`config.mk`:
```
export PLATFORM = sky130hd
export DESIGN_NAME = uart_rxq
export DESIGN_NICKNAME = d
export VERILOG_FILES = /design/src/rtl/uart_rxq_pkg.sv /design/src/rtl/uart_rxq_store.sv /design/src/rtl/uart_rxq_ctrl.sv /design/src/rtl/uart_rxq.sv
export SDC_FILE = /design/constraint.sdc
export NUM_CORES = 1
export LEC_CHECK = 0
export BUFFER_PORTS_ARGS = -buffer_cell sky130_fd_sc_hd__clkbuf_2
export CORE_MARGIN = 2
export CORE_UTILIZATION = 30
export DETAILED_ROUTE_END_ITERATION = 16
export SKIP_CTS_REPAIR_TIMING = 1
export SLEW_MARGIN = 5
export SYNTH_ARGS = -nofsm -noshare
export SYNTH_HDL_FRONTEND = slang
export SYNTH_HIERARCHICAL = 1
export SYNTH_SLANG_ARGS = --single-unit
```
`constraint.sdc`:
```
create_clock -name clk -period 4.62 [get_ports clk]
set_input_delay 0.231 -clock clk [delete_from_list [all_inputs] [get_ports clk]]
set_output_delay 0.231 -clock clk [all_outputs]
set_load 0.005 [all_outputs]
```
`src/rtl/uart_rxq_pkg.sv`:
```
package uart_rxq_pkg;
  typedef struct packed {
    logic push;      // write wrData into the queue tail
    logic pop;       // drop the head entry
    logic flush;     // empty queue and holding register
    logic holdLoad;  // load the single holding register
    logic zeroData;  // write a zero byte instead of rxByte
  } rxqStrobe_t;
endpackage

```
`src/rtl/uart_rxq_store.sv`:
```
module uart_rxq_store
  import uart_rxq_pkg::*;
#(
  parameter int DEPTH = 16,
  parameter int DW    = 8
) (
  input  logic                         clk,
  input  logic                         rstN,
  input  rxqStrobe_t                   stb,
  input  logic [DW-1:0]                rxByte,
  input  logic                         fifoEn,
  output logic [$clog2(DEPTH+1)-1:0]   fifoCount,
  output logic [DW-1:0]                rdData
);
  localparam int AW = $clog2(DEPTH);
  localparam int CW = $clog2(DEPTH+1);

  logic [DW-1:0] mem [DEPTH];
  logic [AW-1:0] wrPtr, rdPtr;
  logic [CW-1:0] cnt;
  logic [DW-1:0] holdReg;
  logic [DW-1:0] wrData;

  assign wrData = stb.zeroData ? '0 : rxByte;

  function automatic logic [AW-1:0] bump(input logic [AW-1:0] p);
    return (p == AW'(DEPTH-1)) ? '0 : p + 1'b1;
  endfunction

  for (genvar g = 0; g < DEPTH; g++) begin : gEntry
    always_ff @(posedge clk) begin
      if (stb.push && !stb.flush && wrPtr == AW'(g)) mem[g] <= wrData;
    end
  end

  always_ff @(posedge clk or negedge rstN) begin
    if (!rstN) begin
      wrPtr   <= '0;
      rdPtr   <= '0;
      cnt     <= '0;
      holdReg <= '0;
    end else if (stb.flush) begin
      wrPtr   <= '0;
      rdPtr   <= '0;
      cnt     <= '0;
      holdReg <= '0;
    end else begin
      if (stb.push) wrPtr <= bump(wrPtr);
      if (stb.pop)  rdPtr <= bump(rdPtr);
      cnt <= cnt + CW'(stb.push) - CW'(stb.pop);
      if (stb.holdLoad) holdReg <= wrData;
    end
  end

  assign fifoCount = cnt;
  assign rdData    = fifoEn ? ((cnt == '0) ? '0 : mem[rdPtr]) : holdReg;

  p_count_bound_r2: assert property (@(posedge clk) disable iff (!rstN)
    cnt <= CW'(DEPTH));
  p_no_push_full_r4: assert property (@(posedge clk) disable iff (!rstN)
    !(stb.push && !stb.pop && cnt == CW'(DEPTH)));
  p_no_pop_empty_r8: assert property (@(posedge clk) disable iff (!rstN)
    !(stb.pop && cnt == '0));
endmodule

```
`src/rtl/uart_rxq_ctrl.sv`:
```
module uart_rxq_ctrl
  import uart_rxq_pkg::*;
#(
  parameter int DEPTH    = 16,
  parameter int TO_CHARS = 4,
  parameter int LVL1     = 4,
  parameter int LVL2     = 8,
  parameter int LVL3     = 14
) (
  input  logic                       clk,
  input  logic                       rstN,
  input  logic                       rxValid,
  input  logic                       breakEvt,
  input  logic                       fcrWr,
  input  logic [7:0]                 fcrData,
  input  logic                       rbrRd,
  input  logic                       lsrRd,
  input  logic                       charTick,
  input  logic [$clog2(DEPTH+1)-1:0] fifoCount,
  output rxqStrobe_t                 stb,
  output logic                       fifoEn,
  output logic                       dataReady,
  output logic                       overrun,
  output logic                       breakFlag,
  output logic                       timeoutPend,
  output logic                       trigHit,
  output logic                       txFlush
);
  localparam int CW = $clog2(DEPTH+1);
  localparam int TW = (TO_CHARS > 1) ? $clog2(TO_CHARS) : 1;

  logic          fifoEnQ, drQ, oeQ, biQ, pendQ, armedQ, txQ;
  logic [1:0]    trigSel;
  logic [TW-1:0] toCnt;

  logic evOk, modeChg, flushReq, anyPush, rxIn, pop, room, push, lost;
  logic nfOverrun, emptied, restart, disarm, expire;
  logic [CW-1:0] nextCount, lvl;
  logic unusedFcr;

  assign unusedFcr = ^fcrData[5:3];

  assign evOk      = !fcrWr;
  assign modeChg   = fcrWr && (fcrData[0] != fifoEnQ);
  assign flushReq  = fcrWr && (fcrData[1] || modeChg);
  assign anyPush   = evOk && (rxValid || breakEvt);
  assign rxIn      = evOk && rxValid && !breakEvt;
  assign pop       = evOk && fifoEnQ && rbrRd && (fifoCount != '0);
  assign room      = (fifoCount < CW'(DEPTH)) || pop;
  assign push      = fifoEnQ && anyPush && room;
  assign lost      = fifoEnQ && anyPush && !room;
  assign nextCount = fifoCount + CW'(push) - CW'(pop);
  assign nfOverrun = !fifoEnQ && anyPush && drQ && !rbrRd;
  assign emptied   = fifoEnQ ? (pop && nextCount == '0) : (evOk && rbrRd);

  // timeout window
  assign restart = fifoEnQ && (rxIn || (pop && nextCount != '0));
  assign disarm  = pop && (nextCount == '0);
  assign expire  = armedQ && evOk && charTick && (toCnt == TW'(TO_CHARS-1))
                   && !restart && !disarm;

  always_comb begin
    stb          = '0;
    stb.push     = push;
    stb.pop      = pop;
    stb.flush    = flushReq;
    stb.holdLoad = !fifoEnQ && anyPush;
    stb.zeroData = breakEvt;
  end

  always_comb begin
    unique case (trigSel)
      2'b00:   lvl = CW'(1);
      2'b01:   lvl = CW'(LVL1);
      2'b10:   lvl = CW'(LVL2);
      default: lvl = CW'(LVL3);
    endcase
  end

  always_ff @(posedge clk or negedge rstN) begin
    if (!rstN) begin
      fifoEnQ <= 1'b0;
      trigSel <= 2'b00;
      drQ     <= 1'b0;
      oeQ     <= 1'b0;
      biQ     <= 1'b0;
      pendQ   <= 1'b0;
      armedQ  <= 1'b0;
      toCnt   <= '0;
      txQ     <= 1'b0;
    end else if (fcrWr) begin
      fifoEnQ <= fcrData[0];
      if (fcrData[0]) trigSel <= fcrData[7:6];
      txQ <= fcrData[2] || modeChg;
      if (flushReq) begin
        drQ    <= 1'b0;
        biQ    <= 1'b0;
        pendQ  <= 1'b0;
        armedQ <= 1'b0;
        toCnt  <= '0;
      end
    end else begin
      txQ <= 1'b0;
      if (lost || nfOverrun) oeQ <= 1'b1;
      else if (lsrRd)        oeQ <= 1'b0;
      if (breakEvt)                biQ <= 1'b1;
      else if (lsrRd || emptied)   biQ <= 1'b0;
      if (anyPush)      drQ <= 1'b1;
      else if (emptied) drQ <= 1'b0;
      if (fifoEnQ && rbrRd)                  pendQ <= 1'b0;
      else if (expire && fifoCount != '0)    pendQ <= 1'b1;
      if (restart) begin
        armedQ <= 1'b1;
        toCnt  <= '0;
      end else if (disarm) begin
        armedQ <= 1'b0;
        toCnt  <= '0;
      end else if (armedQ && charTick) begin
        if (toCnt == TW'(TO_CHARS-1)) begin
          armedQ <= 1'b0;
          toCnt  <= '0;
        end else begin
          toCnt <= toCnt + 1'b1;
        end
      end
    end
  end

  assign fifoEn      = fifoEnQ;
  assign dataReady   = drQ;
  assign overrun     = oeQ;
  assign breakFlag   = biQ;
  assign timeoutPend = pendQ;
  assign txFlush     = txQ;
  assign trigHit     = fifoEnQ ? (fifoCount >= lvl) : drQ;

  p_pend_only_queued_r13: assert property (@(posedge clk) disable iff (!rstN)
    timeoutPend |-> fifoEnQ);
  p_dr_tracks_count_r8: assert property (@(posedge clk) disable iff (!rstN)
    fifoEnQ |-> (dataReady == (fifoCount != '0)));
  p_read_clears_pend_r7: assert property (@(posedge clk) disable iff (!rstN)
    (rbrRd && !fcrWr && fifoEnQ) |=> !timeoutPend);
  p_lost_sets_oe_r4: assert property (@(posedge clk) disable iff (!rstN)
    lost |=> overrun);
  p_lsr_clears_r12: assert property (@(posedge clk) disable iff (!rstN)
    (lsrRd && !fcrWr && !rxValid && !breakEvt) |=> (!overrun && !breakFlag));
  p_break_sets_r9: assert property (@(posedge clk) disable iff (!rstN)
    (breakEvt && !fcrWr) |=> (breakFlag && dataReady));
endmodule

```
`src/rtl/uart_rxq.sv`:
```
module uart_rxq
  import uart_rxq_pkg::*;
#(
  parameter int DEPTH    = 16,
  parameter int DW       = 8,
  parameter int TO_CHARS = 4,
  parameter int LVL1     = 4,
  parameter int LVL2     = 8,
  parameter int LVL3     = 14
) (
  input  logic                       clk,
  input  logic                       rstN,
  input  logic                       rxValid,
  input  logic [DW-1:0]              rxByte,
  input  logic                       breakEvt,
  input  logic                       fcrWr,
  input  logic [7:0]                 fcrData,
  input  logic                       rbrRd,
  input  logic                       lsrRd,
  input  logic                       charTick,
  output logic [DW-1:0]              rdData,
  output logic [$clog2(DEPTH+1)-1:0] count,
  output logic                       dataReady,
  output logic                       overrun,
  output logic                       breakFlag,
  output logic                       timeoutPend,
  output logic                       trigHit,
  output logic                       txFlush
);
  localparam int CW = $clog2(DEPTH+1);

  rxqStrobe_t    stb;
  logic          fifoEn;
  logic [CW-1:0] fifoCount;

  uart_rxq_ctrl #(
    .DEPTH(DEPTH), .TO_CHARS(TO_CHARS), .LVL1(LVL1), .LVL2(LVL2), .LVL3(LVL3)
  ) ctrl_i (
    .clk(clk), .rstN(rstN), .rxValid(rxValid), .breakEvt(breakEvt),
    .fcrWr(fcrWr), .fcrData(fcrData), .rbrRd(rbrRd), .lsrRd(lsrRd),
    .charTick(charTick), .fifoCount(fifoCount), .stb(stb), .fifoEn(fifoEn),
    .dataReady(dataReady), .overrun(overrun), .breakFlag(breakFlag),
    .timeoutPend(timeoutPend), .trigHit(trigHit), .txFlush(txFlush)
  );

  uart_rxq_store #(.DEPTH(DEPTH), .DW(DW)) store_i (
    .clk(clk), .rstN(rstN), .stb(stb), .rxByte(rxByte), .fifoEn(fifoEn),
    .fifoCount(fifoCount), .rdData(rdData)
  );

  assign count = fifoEn ? fifoCount : CW'(dataReady);

  p_flush_empties_r10: assert property (@(posedge clk) disable iff (!rstN)
    (fcrWr && fcrData[1]) |=> (count == '0 && !dataReady && !timeoutPend));
  p_empty_read_zero_r8: assert property (@(posedge clk) disable iff (!rstN)
    (fifoEn && count == '0) |-> (rdData == '0));
  p_tx_pulse_r11: assert property (@(posedge clk) disable iff (!rstN)
    txFlush |=> !txFlush || $past(fcrWr));
endmodule

```
==> impl_metrics.env, run 1 <==
export IMPL_status="completed"
export IMPL_final_setup_tns_ps=0
export IMPL_synth_cell_types=52
export IMPL_arrival_ps=3850
export IMPL_use_met1=0.1399
export IMPL_drtPass1Iterations=5
export IMPL_p_per_area_mw_per_mm2=428.4
export IMPL_met3_usage=0.02813
export IMPL_fin_nets=562
export IMPL_cts_sinks=160
export IMPL_min_path_type="input pin to flip-flop"
export IMPL_synth_area_top_cells="edfxtp_1 53%, dfrtp_1 11%, mux4_2 7.1%, mux2i_1 4.0%, ha_1 3.8%"
export IMPL_stdcell_area_sq_mm=0.008300
export IMPL_multi_input_area_sq_mm=0.002362
export IMPL_max_freq_ghz=0.2808
export IMPL_finish_utilization=0.3515
export IMPL_cap_violations=0
export IMPL_syn_cell_area_sq_mm=0.007256
export IMPL_crit_path_end_kind="flip-flop"
export IMPL_io_buffer_count=39
export IMPL_slowest_stage="or4b_4"
export IMPL_fin_worst_skew_ps=8.859
export IMPL_synth_seq_area_share=0.6401
export IMPL_ys_flop_type="edfxtp_1"
export IMPL_routedWlPerCell_microns=16.94
export IMPL_grt_max_degree=33
export IMPL_cts_buffer_depth=2
export IMPL_num_fill_cells=2264
export IMPL_synth_fp_nets=519
export IMPL_cts_htree_levels=4
export IMPL_dieArea_sq_mm=0.02545
export IMPL_cpMostUsedCell="ha_1"
export IMPL_finalCritPeriodShare=0.7708
export IMPL_num_rows=56
export IMPL_path_clk_slew_ps=70
export IMPL_via_per_inst=4.717
export IMPL_cts_tree="done"
export IMPL_slowest_delay_ps=500
export IMPL_synth_edf_count=128
export IMPL_path_delay_family="simple AND/OR/NAND/NOR gates"
export IMPL_synth_largest_area_cell="edfxtp_1"
export IMPL_totalWireLength_microns=14330
export IMPL_relSlewSlack=0.2296
export IMPL_synthCells=471
export IMPL_antennaDiodeCount=0
export IMPL_grt_pass1_wl_microns=22900
export IMPL_seq_area_sq_mm=0.004646
export IMPL_drive_gt1_frac=0.2125
export IMPL_areaGrowthSynthToFinish_pct=14.40
export IMPL_start_kind="flip-flop"
export IMPL_die_w_microns=159.5
export IMPL_grt_pass1_vias=4195
export IMPL_layout_common_cells="128 x edfxtp_1, 44 x nor2_1, 39 x clkbuf_2"
export IMPL_worstPathCellList="inv_1 > ha_1 > or4b_4 > nand2_1 > nor2_1 > ha_1 > inv_1 > ha_1 > fa_1 > xor2_1 > or3_1 > nor4_1 > o21ai_0"
export IMPL_final_common_cell="edfxtp_1"
export IMPL_fin_crit_ps=3561
export IMPL_ctsRootBufferMaster="clkbuf_16"
export IMPL_crit_type="flip-flop to flip-flop"
export IMPL_place_gp_congestion=0.7447
export IMPL_ir_worst_vdd_uv=342.8
export IMPL_vias=3991
export IMPL_grt_use_total=0.1176
export IMPL_finalSetupViolCount=0
export IMPL_busiest_layer="met2"
export IMPL_start_util=0.3073
export IMPL_clock_latency_ps=420
export IMPL_dieHeight_microns=159.5
export IMPL_antenna_found_initial=0
export IMPL_numCtsBuffers=17
export IMPL_path_buf_inv=2
export IMPL_dp_hpwl_microns=9637
export IMPL_core_area_sq_mm=0.02361
export IMPL_synth_top_cell_area_share=0.5297
export IMPL_required_ps=4910
export IMPL_syn_avg_cell_area_sq_um=15.40
export IMPL_cp_max_fo=7
export IMPL_synth_seq_cells=160
export IMPL_grt_overflow_total=0
export IMPL_p_leak_uw=0.002921
export IMPL_drtIter0Drc=217
export IMPL_rsz0062_at_grt="no"
export IMPL_pin_count=43
export IMPL_tightest_slew_ps=1153
export IMPL_yosys_warnings=6
export IMPL_async_reset_ff_frac=0.2000
export IMPL_hold_viol_final=0
export IMPL_met2_usage=0.2082
export IMPL_post_dp_cell_area_sq_mm=0.007752
export IMPL_drtAntennaViolNets=0
export IMPL_drc=0
export IMPL_finalMaxSlewViolations=0
==> kinds of logic (layout without fill, tap and decap cells) <==
| group | count (synthesis) | count (layout) | share of synthesized area |
|---|---|---|---|
| fa+ha+maj | 24 | 24 | 0.04346 |
| compound gates | 58 | 58 | 0.05208 |
| mux | 64 | 64 | 0.1450 |
| buf+inv | 51 | 107 | 0.03432 |
| flops | 160 | 160 | 0.6401 |
| xor+xnor | 9 | 9 | 0.01086 |
| simple gates | 105 | 105 | 0.07415 |
==> registers in the layout (all words and copies together) (netlist names), 2 cells and up <==
register           count
ctrl_i/trigSel         2
store_i/rdPtr          4
store_i/fifoCount      5
store_i/mem          128
ctrl_i/toCnt           2
store_i/wrPtr          4
store_i/holdReg        8
==> tightest hold or removal path, delay by kind of cell <==
family	cells	cell delay [ps]
AND/OR/NAND/NOR	2	110
buffers and inverters	1	80
==> Yosys cell counts, types with 4 or more instances <==
cell,count
a21oi_1,14
and2_2,4
buf_2,6
buf_4,7
clkbuf_1,6
dfrtp_1,32
edfxtp_1,128
ha_1,22
inv_1,29
mux2_2,4
mux2i_1,29
mux4_1,7
mux4_2,23
nand2_1,13
nand2b_1,6
nand3_1,7
nor2_1,44
nor2b_1,15
o21ai_0,8
o21bai_1,9
o22ai_1,7
xor2_1,7
==> final cells by class <==
type                       count  share of cell area
timing repair buffer          45             0.02924
tap                          319             0.04809
clock buffer                  19             0.05216
sequential                   160              0.5597
inverter                      30             0.01357
clock inverter                13             0.01266
multi-input combinational    260              0.2846
==> where the power goes <==
group | total (uW) | leakage (uW) | internal [uW] | switching [uW]
registers | 1660 | 0.00159 | 1600 | 60.0
clock network | 1270 | 0.000257 | 697 | 574
logic | 624 | 0.00107 | 280 | 344
total | 3560 | 0.00292 | 2580 | 979
==> routing by layer <==
layer  part of all wire  vias to the layer above
met2               0.52                       87
met1               0.43                     2025
li1                   -                     1865
met4              0.014                        0
met3              0.034                       14
met5                  0                        -
==> metrics by stage <==
stage                     cells  setup slack [ps]  total power [uW]  hold WS, ps
after floorplan             471              1507              2125       -64.59
after global routing        846             772.8              3727        27.71
after CTS                   845              1026              3591       -72.72
after global placement      813              1160              2277        362.9
final                       846              1059              3556        32.67
after detailed placement    813              1039              2311        387.2
==> path summary, 6_finish.rpt <==
path	startpoint	cells past startpoint	slack, ps	to
max in group asynchronous	rstN	2	3560	store_i/rdPtr[1]
worst max register to register	store_i/fifoCount[2]	13	1060	ctrl_i/breakFlag
worst max-delay path	store_i/fifoCount[2]	13	1060	ctrl_i/breakFlag
worst min-delay path	fcrData[2]	3	30	ctrl_i/txFlush
min in group asynchronous	rstN	2	460	ctrl_i/timeoutPend
worst min register to register	ctrl_i/fifoEn	2	510	ctrl_i/fifoEn
(Power assumes the default switching activity.)
==> run 2: changes to the inputs <==
Clock period 4.62 ns to 3.6 ns, I/O delays scaled along.
==> run 2 against run 1 <==
Net effect: the run now ends with negative hold slack left; final cell count increased by 1.4%; non-clock buffer count increased by 12; register-to-register slack worse by 900 ps; power up 33%; setup slack worse by 900 ps; critical path depth unchanged; via count up 0.18%.
==> impl_metrics.env, run 2 (synthesized netlist as in run 1, its figures left out) <==
export IMPL_status="finished, violations left"
export IMPL_violations="negative hold slack"
export IMPL_cap_violations=0
export IMPL_finalSetupViolCount=0
export IMPL_io_buffer_count=39
export IMPL_numCtsBuffers=17
export IMPL_fin_crit_ps=3440
export IMPL_max_freq_ghz=0.2907
export IMPL_pin_count=43
export IMPL_antennaDiodeCount=0
export IMPL_final_common_cell="edfxtp_1"
export IMPL_cp_max_fo=6
export IMPL_place_inst=823
export IMPL_required_ps=3900
export IMPL_path_clk_slew_ps=70
export IMPL_place_gp_congestion=0.7947
export IMPL_cts_htree_levels=4
export IMPL_cts_tree="done"
export IMPL_reg2reg_slack_ps=160
export IMPL_worstPathCellList="inv_1 > ha_1 > or4b_4 > nand2_1 > nor2_1 > ha_1 > inv_1 > ha_1 > fa_1 > xor2_1 > or3_1 > o31ai_1 > a311oi_1"
export IMPL_grt_max_degree=33
export IMPL_p_seq_frac=0.447
export IMPL_slowest_delay_ps=500
export IMPL_drive_gt1_frac=0.2319
export IMPL_path_delay_family="simple AND/OR/NAND/NOR gates"
export IMPL_grt_pass1_vias=4302
export IMPL_cpMostUsedCell="ha_1"
export IMPL_clock_latency_ps=430
export IMPL_min_path_type="input pin to flip-flop"
export IMPL_core_area_sq_mm=0.02361
export IMPL_areaGrowthSynthToFinish_pct=16.80
export IMPL_internal_power_uw=3419
export IMPL_antenna_found_initial=0
export IMPL_dp_hpwl_microns=10040
export IMPL_p_switching_uw=1321
export IMPL_relSlewSlack=0.1847
export IMPL_post_dp_cell_area_sq_mm=0.007840
export IMPL_totalWireLength_microns=14700
export IMPL_num_rows=56
export IMPL_crit_path_end_kind="flip-flop"
export IMPL_die_w_microns=159.5
export IMPL_grt_overflow_total=0
export IMPL_regMostFlops="store_i/mem"
export IMPL_crit_type="flip-flop to flip-flop"
export IMPL_fin_cells=858
export IMPL_p_per_area_mw_per_mm2=559.4
export IMPL_arrival_ps=3740
export IMPL_rsz0062_at_grt="yes"
export IMPL_swShare=0.2788
export IMPL_dieHeight_microns=159.5
export IMPL_p_leak_uw=0.003016
export IMPL_fin_nets=574
export IMPL_cts_buffer_depth=2
export IMPL_drtIter0Drc=210
export IMPL_power_uw=4741
export IMPL_finalMaxSlewViolations=0
export IMPL_fin_worst_skew_ps=7.492
export IMPL_largest_reg_flops=128
export IMPL_cts_sinks=160
export IMPL_hold_viol_final=1
export IMPL_path_buf_inv=2
export IMPL_drtPass1Iterations=4
export IMPL_finalCritPeriodShare=0.9554
export IMPL_tightest_slew_ps=1220
export IMPL_via_per_inst=4.660
export IMPL_vias=3998
export IMPL_drc=0
export IMPL_layout_common_cells="128 x edfxtp_1, 44 x nor2_1, 39 x clkbuf_2"
export IMPL_start_util=0.3073
export IMPL_grt_use_total=0.1222
export IMPL_ctsRootBufferMaster="clkbuf_16"
export IMPL_dieArea_sq_mm=0.02545
export IMPL_ir_worst_vdd_uv=462.2
export IMPL_slowest_stage="or4b_4"
export IMPL_drtAntennaViolNets=0
export IMPL_combPwrFrac=0.177
export IMPL_routedWlPerCell_microns=17.13
export IMPL_start_kind="flip-flop"
export IMPL_stdcell_area_sq_mm=0.008474
export IMPL_power_frac_clock=0.376
export IMPL_holdWs_ps=-8.664
export IMPL_grt_pass1_wl_microns=23920
## run 2: cell type report
type,instances,area (sq um)
fillers,2230,15140
clock buffers,17,425.4
well taps,319,399.1
repair buffers,57,350.3
inverters,30,112.6
clock inverters,15,172.7
multi-input cells,260,2369
flip-flops and latches,160,4646
## run 2: final timing paths
path | startpoint | to | depth (start not counted)
setup reg to reg | store_i/fifoCount[2] | ctrl_i/armedQ | 13
max in group asynchronous | rstN | store_i/rdPtr[1] | 2
hold / removal | fcrData[2] | ctrl_i/txFlush | 3
setup / recovery | store_i/fifoCount[2] | ctrl_i/armedQ | 13
hold reg to reg | ctrl_i/toCnt[1] | ctrl_i/toCnt[1] | 1
min in group asynchronous | rstN | ctrl_i/trigSel[0] | 2
## run 2: metrics by stage
step / hold WS, ps / setup slack, ps / util / setup TNS [ps]
6_report: -8.664 / 160.5 / 0.3589 / 0
3_5_place_dp: 335.9 / 188.3 / 0.3320 / 0
2_1_floorplan: -115.6 / 487.4 / - / 0
5_1_grt: 20.21 / -24.04 / 0.3589 / -24.04
4_1_cts: -121.9 / 181.4 / 0.3574 / 0
3_3_place_gp: 323.7 / 290.0 / 0.3320 / 0
## run 2: layer usage
layer | GRT usage | share of wire
met1 | 0.1539 | 0.45
met2 | 0.2100 | 0.51
met3 | 0.02110 | 0.020
met4 | 0.04752 | 0.016
met5 | 0 | 0
## run 2: power by group through the flow
stage | clock, uW | sequential [uW] | combinational (uW)
after floorplan | 0 | 2140 | 583
after global placement | 0 | 2150 | 793
after detailed placement | 0 | 2160 | 826
after CTS | 1820 | 2120 | 834
after global routing | 1910 | 2130 | 945
final | 1780 | 2120 | 839
## run 2: worst register-to-register path, delay by kind of cell, from the launching register on
| kind | cells | cell delay, ps |
|---|---|---|
| buffers and inverters | 2 | 160 |
| AOI/OAI and AO/OA | 2 | 460 |
| adders and majority gates | 4 | 1020 |
| xor gates and xnor gates | 1 | 180 |
| and+or+nand+nor | 4 | 1040 |
| DFF | 1 | 450 |
==> run 3: changes to the inputs <==
Settings changed: GPL_TIMING_DRIVEN set to 0, TNS_END_PERCENT set to 100.
==> run 3 against run 2 <==
Net effect: critical endpoint is now ctrl_i/breakFlag; clock skew hardly changed; first-iteration DRC count is 8.1% higher; sequential power hardly changed; combinational power is 4.5% higher; largest power group unchanged; highest routed layer unchanged; non-clock buffer count is 4 higher; count of clock-buffer cells in the layout is 1 higher; hold slack better by 6.6 ps; the run still ends with negative hold slack left; setup slack better by 17 ps; utilization is 0.11 points lower; die area stayed put.
==> impl_metrics.env, run 3 (synthesized netlist as in run 1, its figures left out) <==
export IMPL_relSlewSlack=0.1101
export IMPL_power_uw=4706
export IMPL_crit_type="flip-flop to flip-flop"
export IMPL_start_util=0.3073
export IMPL_setup_slack_ps=177.5
export IMPL_reg2reg_slack_ps=180
export IMPL_hold_viol_final=1
export IMPL_cp_max_fo=6
export IMPL_regMostFlops="store_i/mem"
export IMPL_via_per_inst=4.791
export IMPL_finalMaxSlewViolations=0
export IMPL_status="finished, violations left"
export IMPL_layout_common_cells="128 x edfxtp_1, 44 x nor2_1, 39 x clkbuf_2"
export IMPL_io_buffer_count=39
export IMPL_post_dp_cell_area_sq_mm=0.007850
export IMPL_drtIter0Drc=227
export IMPL_rr_worst_depth=13
export IMPL_antennaDiodeCount=0
export IMPL_cts_sinks=160
export IMPL_dieHeight_microns=159.5
export IMPL_hp_start="fcrData[7]"
export IMPL_areaGrowthSynthToFinish_pct=16.45
export IMPL_cts_buffer_depth=2
export IMPL_path_clk_slew_ps=60
export IMPL_core_area_sq_mm=0.02361
export IMPL_grt_pass1_wl_microns=24370
export IMPL_r2r_start="store_i/fifoCount[2]"
export IMPL_ir_worst_vdd_uv=309.1
export IMPL_clock_latency_ps=420
export IMPL_min_path_type="input pin to flip-flop"
export IMPL_cts_htree_levels=4
export IMPL_vias=4125
export IMPL_fin_crit_ps=3422
export IMPL_antenna_found_initial=0
export IMPL_fin_nets=578
export IMPL_drc=0
export IMPL_routedWlPerCell_microns=17.57
export IMPL_largest_reg_flops=128
export IMPL_multi_input_area_sq_mm=0.002392
export IMPL_crit_path_end_kind="flip-flop"
export IMPL_holdWs_ps=-2.099
export IMPL_required_ps=3890
export IMPL_dpl_worst_slack_ps=104.1
export IMPL_dp_hpwl_microns=10460
export IMPL_num_rows=56
export IMPL_die_w_microns=159.5
export IMPL_final_common_cell="edfxtp_1"
export IMPL_r2r_end="ctrl_i/breakFlag"
export IMPL_fin_worst_skew_ps=7.001
export IMPL_num_fill_cells=2261
export IMPL_drive_gt1_frac=0.2325
export IMPL_tightest_slew_ps=1332
export IMPL_grt_pass1_vias=4341
export IMPL_finish_utilization=0.3578
export IMPL_dieArea_sq_mm=0.02545
export IMPL_totalWireLength_microns=15130
export IMPL_grt_use_total=0.1245
export IMPL_cts_tree="done"
export IMPL_place_gp_congestion=0.8420
export IMPL_arrival_ps=3720
export IMPL_finalSetupViolCount=0
export IMPL_start_kind="flip-flop"
export IMPL_ctsRootBufferMaster="clkbuf_16"
export IMPL_finalCritPeriodShare=0.9507
export IMPL_p_per_area_mw_per_mm2=556.9
export IMPL_cap_violations=0
export IMPL_max_freq_ghz=0.2922
export IMPL_stdcell_area_sq_mm=0.008449
export IMPL_numCtsBuffers=17
export IMPL_pin_count=43
export IMPL_grt_max_degree=33
export IMPL_drtPass1Iterations=5
export IMPL_seq_area_sq_mm=0.004647
export IMPL_p_leak_uw=0.003001
export IMPL_whs_path_depth=2
export IMPL_violations="negative hold slack"
export IMPL_holdPathEnd="ctrl_i/trigSel[1]"
export IMPL_drtAntennaViolNets=0
export IMPL_grt_overflow_total=0
## run 3: cell count changes in the layout (fill, tap and decap cells not counted), sizes merged
cell | previous run | this run
clkbuf | 56 | 63
dlygate4sd3 | 3 | 1
inv | 37 | 35
## run 3: power breakdown
| group | switching [uW] | internal [uW] |
|---|---|---|
| combinational | 488 | 390 |
| sequential | 79.4 | 2060 |
| clock | 731 | 962 |
| total | 1300 | 3410 |
## run 3: layout make-up
type | instances | share of cell area
inverter | 30 | 0.01333
timing repair buffer | 40 | 0.02429
clock inverter | 13 | 0.01510
sequential | 160 | 0.5500
tap | 319 | 0.04724
multi-input combinational | 260 | 0.2831
clock buffer | 18 | 0.05079
buffer | 21 | 0.01614
## run 3: critical path, stage by stage (launching register included)
cell and delay [ps]:
dfrtp_2 450, inv_1 100, ha_1 140, or4b_4 510, nand2_2 120, nor2_1 90, ha_1 290, inv_1 40
ha_1 200, fa_1 420, xor2_1 170, or3_1 380, nor4_4 260, o21ai_0 130
## run 3: per-layer routing
metal,track usage,part of all wire,up-vias
met5,0,0,-
met4,0.05041,0.019,0
met3,0.02110,0.041,18
met2,0.2127,0.50,122
met1,0.1572,0.44,2090
li1,-,-,1895
## run 3: worst max-delay path by stage
| stage | startpoint | end | slack (ps) | cells after the start |
|---|---|---|---|---|
| 3_3_place_gp | store_i/fifoCount[2] | ctrl_i/breakFlag | 210 | 13 |
| 2_1_floorplan | store_i/fifoCount[3] | ctrl_i/breakFlag | 490 | 13 |
| 3_5_place_dp | store_i/fifoCount[3] | ctrl_i/breakFlag | 100 | 13 |
| 4_1_cts | store_i/fifoCount[3] | ctrl_i/breakFlag | 90 | 13 |
| 6_report | store_i/fifoCount[2] | ctrl_i/breakFlag | 180 | 13 |
| 5_1_grt | store_i/fifoCount[2] | ctrl_i/armedQ | -5 | 14 |
## run 3: per-stage QoR
stage	std cells	setup TNS, ps
global placement	829	0
global route	861	-6.595
finish	861	0
floorplan	471	0
detailed placement	829	0
CTS	860	0
